**config.mk**
```make
export PLATFORM = sky130hd
export DESIGN_NAME = cpu_bus_bridge
export DESIGN_NICKNAME = d
export VERILOG_FILES = /design/src/rtl/bridge_pkg.sv /design/src/rtl/bridge_gate.sv /design/src/rtl/bridge_rd_latch.sv /design/src/rtl/bridge_stretch.sv /design/src/rtl/cpu_bus_bridge.sv
export SDC_FILE = /design/constraint.sdc
export NUM_CORES = 1
export LEC_CHECK = 0
export BUFFER_PORTS_ARGS = -buffer_cell sky130_fd_sc_hd__buf_2
export CAP_MARGIN = 25
export CORE_MARGIN = 4
export CORE_UTILIZATION = 39
export CTS_CLUSTER_SIZE = 28
export DETAILED_ROUTE_END_ITERATION = 10
export GPL_ROUTABILITY_DRIVEN = 0
export PLACE_DENSITY = 0.82
export SLEW_MARGIN = 20
export SYNTH_ARGS = -nofsm -noshare
export SYNTH_HDL_FRONTEND = slang
export SYNTH_HIERARCHICAL = 1
export SYNTH_SLANG_ARGS = --single-unit
```
**constraint.sdc**
```tcl
create_clock -name clk -period 1.2 [get_ports clk]
set_input_delay 0.18 -clock clk [delete_from_list [all_inputs] [get_ports clk]]
set_output_delay 0.18 -clock clk [all_outputs]
set_load 0.005 [all_outputs]
```
**src/rtl/bridge_pkg.sv**
```systemverilog
package bridge_pkg;

    // Bus phase seen by the coprocessor side
    typedef enum logic [1:0] {
        PH_FOREIGN = 2'd0,  // video or DMA owns the bus
        PH_SETUP   = 2'd1,  // granted, 1 MHz clock low
        PH_WINDOW  = 2'd2   // granted, 1 MHz clock high: transfers complete
    } bus_phase_e;

    function automatic bus_phase_e phase_of(input logic grant, input logic clk1m);
        if (!grant)     return PH_FOREIGN;
        else if (clk1m) return PH_WINDOW;
        else            return PH_SETUP;
    endfunction

endpackage

```
**src/rtl/bridge_gate.sv**
```systemverilog
module bridge_gate #(
    parameter int AW = 16,
    parameter int DW = 8
) (
    input  bridge_pkg::bus_phase_e phase,
    input  logic                   rd_en,
    input  logic                   wr_en,
    input  logic [AW-1:0]          addr_in,
    input  logic [DW-1:0]          wdata_in,
    output logic [AW-1:0]          addr_out,
    output logic                   addr_oe,
    output logic [DW-1:0]          wdata_out,
    output logic                   data_oe
);
    import bridge_pkg::*;

    logic owned;

    always_comb begin
        owned     = (phase != PH_FOREIGN);
        addr_oe   = owned && (rd_en || wr_en);
        data_oe   = owned && wr_en;
        addr_out  = addr_oe ? addr_in  : '0;
        wdata_out = data_oe ? wdata_in : '0;
    end

endmodule

```
**src/rtl/bridge_rd_latch.sv**
```systemverilog
module bridge_rd_latch #(
    parameter int DW = 8
) (
    input  logic                   clk,
    input  logic                   rst_n,
    input  bridge_pkg::bus_phase_e phase,
    input  logic                   rd_en,
    input  logic [DW-1:0]          bus_in,
    output logic [DW-1:0]          cpu_out
);
    import bridge_pkg::*;

    typedef struct packed {
        logic [DW-1:0] held;
    } lat_t;

    lat_t lat_d, lat_q;
    logic open_w;

    always_comb begin
        open_w = rd_en && (phase == PH_WINDOW);
        lat_d  = lat_q;
        if (open_w) begin
            lat_d.held = bus_in;
        end
        cpu_out = open_w ? bus_in : lat_q.held;
    end

    always_ff @(posedge clk) begin
        if (!rst_n) begin
            lat_q <= '0;
        end else begin
            lat_q <= lat_d;
        end
    end

endmodule

```
**src/rtl/bridge_stretch.sv**
```systemverilog
module bridge_stretch (
    input  logic                   clk,
    input  logic                   rst_n,
    input  bridge_pkg::bus_phase_e phase,
    input  logic                   rd_en,
    input  logic                   wr_en,
    output logic                   wait_o
);
    import bridge_pkg::*;

    typedef struct packed {
        logic done;
    } st_t;

    st_t  st_d, st_q;
    logic busy;
    logic win;

    always_comb begin
        busy      = rd_en || wr_en;
        win       = (phase == PH_WINDOW);
        st_d.done = busy && (st_q.done || win);
        wait_o    = busy && !win && !st_q.done;
    end

    always_ff @(posedge clk) begin
        if (!rst_n) begin
            st_q <= '0;
        end else begin
            st_q <= st_d;
        end
    end

endmodule

```
**src/rtl/cpu_bus_bridge.sv**
```systemverilog
module cpu_bus_bridge #(
    parameter int AW = 16,
    parameter int DW = 8
) (
    input  logic          clk,
    input  logic          rst_n,
    input  logic          bus_grant,
    input  logic          sys_1m,
    input  logic          cpu_rd_en,
    input  logic          cpu_wr_en,
    input  logic [AW-1:0] cpu_addr,
    input  logic [DW-1:0] cpu_wdata,
    output logic [DW-1:0] cpu_rdata,
    output logic          cpu_wait,
    output logic [AW-1:0] bus_addr,
    output logic          bus_addr_oe,
    output logic [DW-1:0] bus_wdata,
    output logic          bus_data_oe,
    input  logic [DW-1:0] bus_rdata
);
    import bridge_pkg::*;

    bus_phase_e phase;

    always_comb begin
        phase = phase_of(bus_grant, sys_1m);
    end

    bridge_gate #(.AW(AW), .DW(DW)) u_gate (
        .phase     (phase),
        .rd_en     (cpu_rd_en),
        .wr_en     (cpu_wr_en),
        .addr_in   (cpu_addr),
        .wdata_in  (cpu_wdata),
        .addr_out  (bus_addr),
        .addr_oe   (bus_addr_oe),
        .wdata_out (bus_wdata),
        .data_oe   (bus_data_oe)
    );

    bridge_rd_latch #(.DW(DW)) u_latch (
        .clk     (clk),
        .rst_n   (rst_n),
        .phase   (phase),
        .rd_en   (cpu_rd_en),
        .bus_in  (bus_rdata),
        .cpu_out (cpu_rdata)
    );

    bridge_stretch u_stretch (
        .clk    (clk),
        .rst_n  (rst_n),
        .phase  (phase),
        .rd_en  (cpu_rd_en),
        .wr_en  (cpu_wr_en),
        .wait_o (cpu_wait)
    );

endmodule

```
==> results by group <==
Power
  – LEAKAGE: 0.789 nW
  – Power per cell area: 672 nW/µm²
  – Maximum vdd drop: 0.609 mV

Timing
  – Fin Setup TNS: -2.43 ns
  – Slew at the pin closest to its max-slew limit: 0.356 ns
  – Final worst slack: -0.135 ns
  – Worst Clk Skew: 0 ns
  – Max Fclk: 0.749 GHz
  – Slew HR: 76.3%
  – Pins over their slew limit: 0
  – Setup-failing EPs final: 34
  – Min Tclk post-route: 1.34 ns
  – Period utilization: 111%
  – Final hold vios: 0
  – RSZ-0062 raised after global routing: true

Layout
  – Share of cells above drive strength 1: 63.9%
  – Final design utilization: 60.5%
  – # diodes: 0
  – Fillers: 184
  – Register area: 180 µm²
  – Area Overhead vs Synth: 47.4%
  – Fin nets: 197
  – Area occupied by multi-input gates: 609 µm²
  – Layout Cells excl Fill: 186

Critical path
  – Startpoint types: primary input
  – Critical Path AT: 1.16 ns
  – Worst-path maximum fanout: 8
  – WS Path Type: primary input to primary output
  – Req. time, crit path: 1.02 ns
  – Critical path capture point type: primary output

GRT
  – Largest net degree at the start of global routing: 29
  – Total grt overflow: 0
  – Overall Global Routing Usage: 15.5%
  – First-pass GRT wire length: 4060 µm
  – Vias in the first global route: 893
  – Initial antenna violation count: 0

Floorplan
  – Die W: 56.3 µm
  – Die Height: 56.3 µm
  – Core Footprint: 2210 µm²
  – Top-Level Pins: 73
  – FP Rows: 17
  – Initial Util: 41.1%
  – Die footprint: 3170 µm²

CTS
  – Num Clock Sinks: 9
  – Hold Buf Count CTS: 0
  – CTS Buffer Depth: 2
  – H-tree depth: 1
  – CTS buffer count: 3
  – Clock-pin slew on the worst setup and hold paths: 0.06 ns
  – Clk Latency, worst-skew pair: 0.26 ns
  – CTS tree: built
  – Clock root buffer: clkbuf_4

Status
  – Outcome: complete, but fails checks
  – Failing checks: negative setup slack

Routing
  – Met3 routed WL: 353 µm
  – Wirelength per Cell: 14.3 µm
  – Met2 routed WL: 1240 µm
  – ANT nets after route: 0
  – Max layer used: met3
  – Final WL: 2650 µm
  – Drc violations: 0
  – Vias: 987
  – Met1 Wirelength: 1060 µm
  – Drt pass-1 iters: 4
  – Vias per inst: 5.31
  – Drt first-iter violations: 56

Yosys
  – Async set-reset flop share out of synthesis: 0%
  – Sequential area share after synthesis: 19.8%
  – Mapped Nets: 127
  – Seq cells post-synth: 9
  – Post-synth EDFFs: 0
  – Top_reg_cell synth: dfxtp_1
  – Synth Warn #: 6
  – Mean Syn Cell Area: 10.2 µm²
  – Synth Cell Area: 908 µm²
  – Yosys cell types: 23
  – Mapped Cells: 89

Place
  – DP HPWL: 2060 µm
  – DP Worst Slack: -0.171 ns
  – Placed cells: 182
  – Port buffer count: 72

Hold path
  – HP Class: primary input to flop

Job
  – Max cap viols: 0
-- metrics by stage --
step / power [mW] / hold WS [ns] / cell area [µm²]
floorplan: 0.516 / 0.316 / 908
global placement: 0.647 / 0.438 / 1270
detailed placement: 0.659 / 0.451 / 1270
CTS: 0.908 / 0.163 / 1330
global route: 0.958 / 0.188 / 1340
finish: 0.899 / 0.174 / 1340
-- power by group --
| group | internal [mW] | switching [mW] | total, mW |
|---|---|---|---|
| combinational | 0.199 | 0.153 | 0.352 |
| clock | 0.128 | 0.106 | 0.234 |
| sequential | 0.309 | 0.00498 | 0.314 |
| total | 0.635 | 0.264 | 0.899 |
-- per-layer routing --
| metal | track usage, % | vias to the layer above |
|---|---|---|
| li1 | - | 482 |
| met1 | 17.8 | 444 |
| met2 | 27.4 | 61 |
| met3 | 5.75 | 0 |
| met4 | 3.05 | 0 |
| met5 | 0 | - |
-- registers in the layout, indices dropped and copies added, names as in the netlist --
signal,count
u_latch/lat_q,8
u_stretch/st_q,1
-- area by class of cell --
class | instances | area share, %
Tap cell | 28 | 2.62
Multi-Input combinational cell | 66 | 45.5
Timing Repair Buffer | 79 | 36.4
Sequential cell | 9 | 13.5
Clock buffer | 4 | 1.96
-- cell usage in the layout, fill, tap and decap left out --
cell type	netlist	routed
and3b_1	1	1
clkbuf_1	0	1
dfxtp_1	9	9
o21a_1	1	1
o22a_1	1	1
o221a_1	10	10
mux2_2	8	4
o211a_1	8	8
mux2_4	0	4
mux2i_1	8	8
buf_4	3	4
nand2_1	16	16
nand3b_4	1	1
and2_2	1	1
nor2b_4	1	1
clkbuf_4	1	3
o221a_2	6	6
buf_2	1	66
nor3_1	1	1
buf_6	7	6
and2b_2	1	1
o221a_4	1	1
nor2_1	1	1
buf_12	0	3
-- worst paths after layout --
check,from,to,slack [ns],cells past startpoint
max,bus_grant,cpu_rdata[6],-0.14,5
min,bus_rdata[7],u_latch/lat_q[7],0.17,3
max reg2reg,u_stretch/st_q,u_stretch/st_q,0.55,1
min reg2reg,u_latch/lat_q[7],u_latch/lat_q[7],0.46,2
-- critical path: stages --
cell and delay, ns:
buf_6 0.09, and2b_2 0.18, nand3b_4 0.23, mux2_4 0.35, buf_6 0.12
-- synthesized netlist by cell type (3+ instances only) --
| cell type | instances | area share, % |
|---|---|---|
| mux2i_1 | 8 | 8.8 |
| mux2_2 | 8 | 9.9 |
| dfxtp_1 | 9 | 20 |
| o221a_1 | 10 | 12 |
| buf_4 | 3 | 2.5 |
| nand2_1 | 16 | 6.6 |
| o221a_2 | 6 | 7.4 |
| o211a_1 | 8 | 8.8 |
| buf_6 | 7 | 8.7 |
-- cell families after synthesis --
group	share of synthesized area [%]
multiplexers	18.7
buffers and inverters	14.7
flip-flops	19.8
AND/OR/NAND/NOR	14.0
AO/OA/AOI/OAI	32.6
-- what timing repair did --
| action | in CTS | in global routing |
|---|---|---|
| gates resized for setup | 8 | 2 |
| setup endpoints to repair | 27 | 35 |
| setup buffers | 1 | 0 |
(Power assumes the default switching activity.)
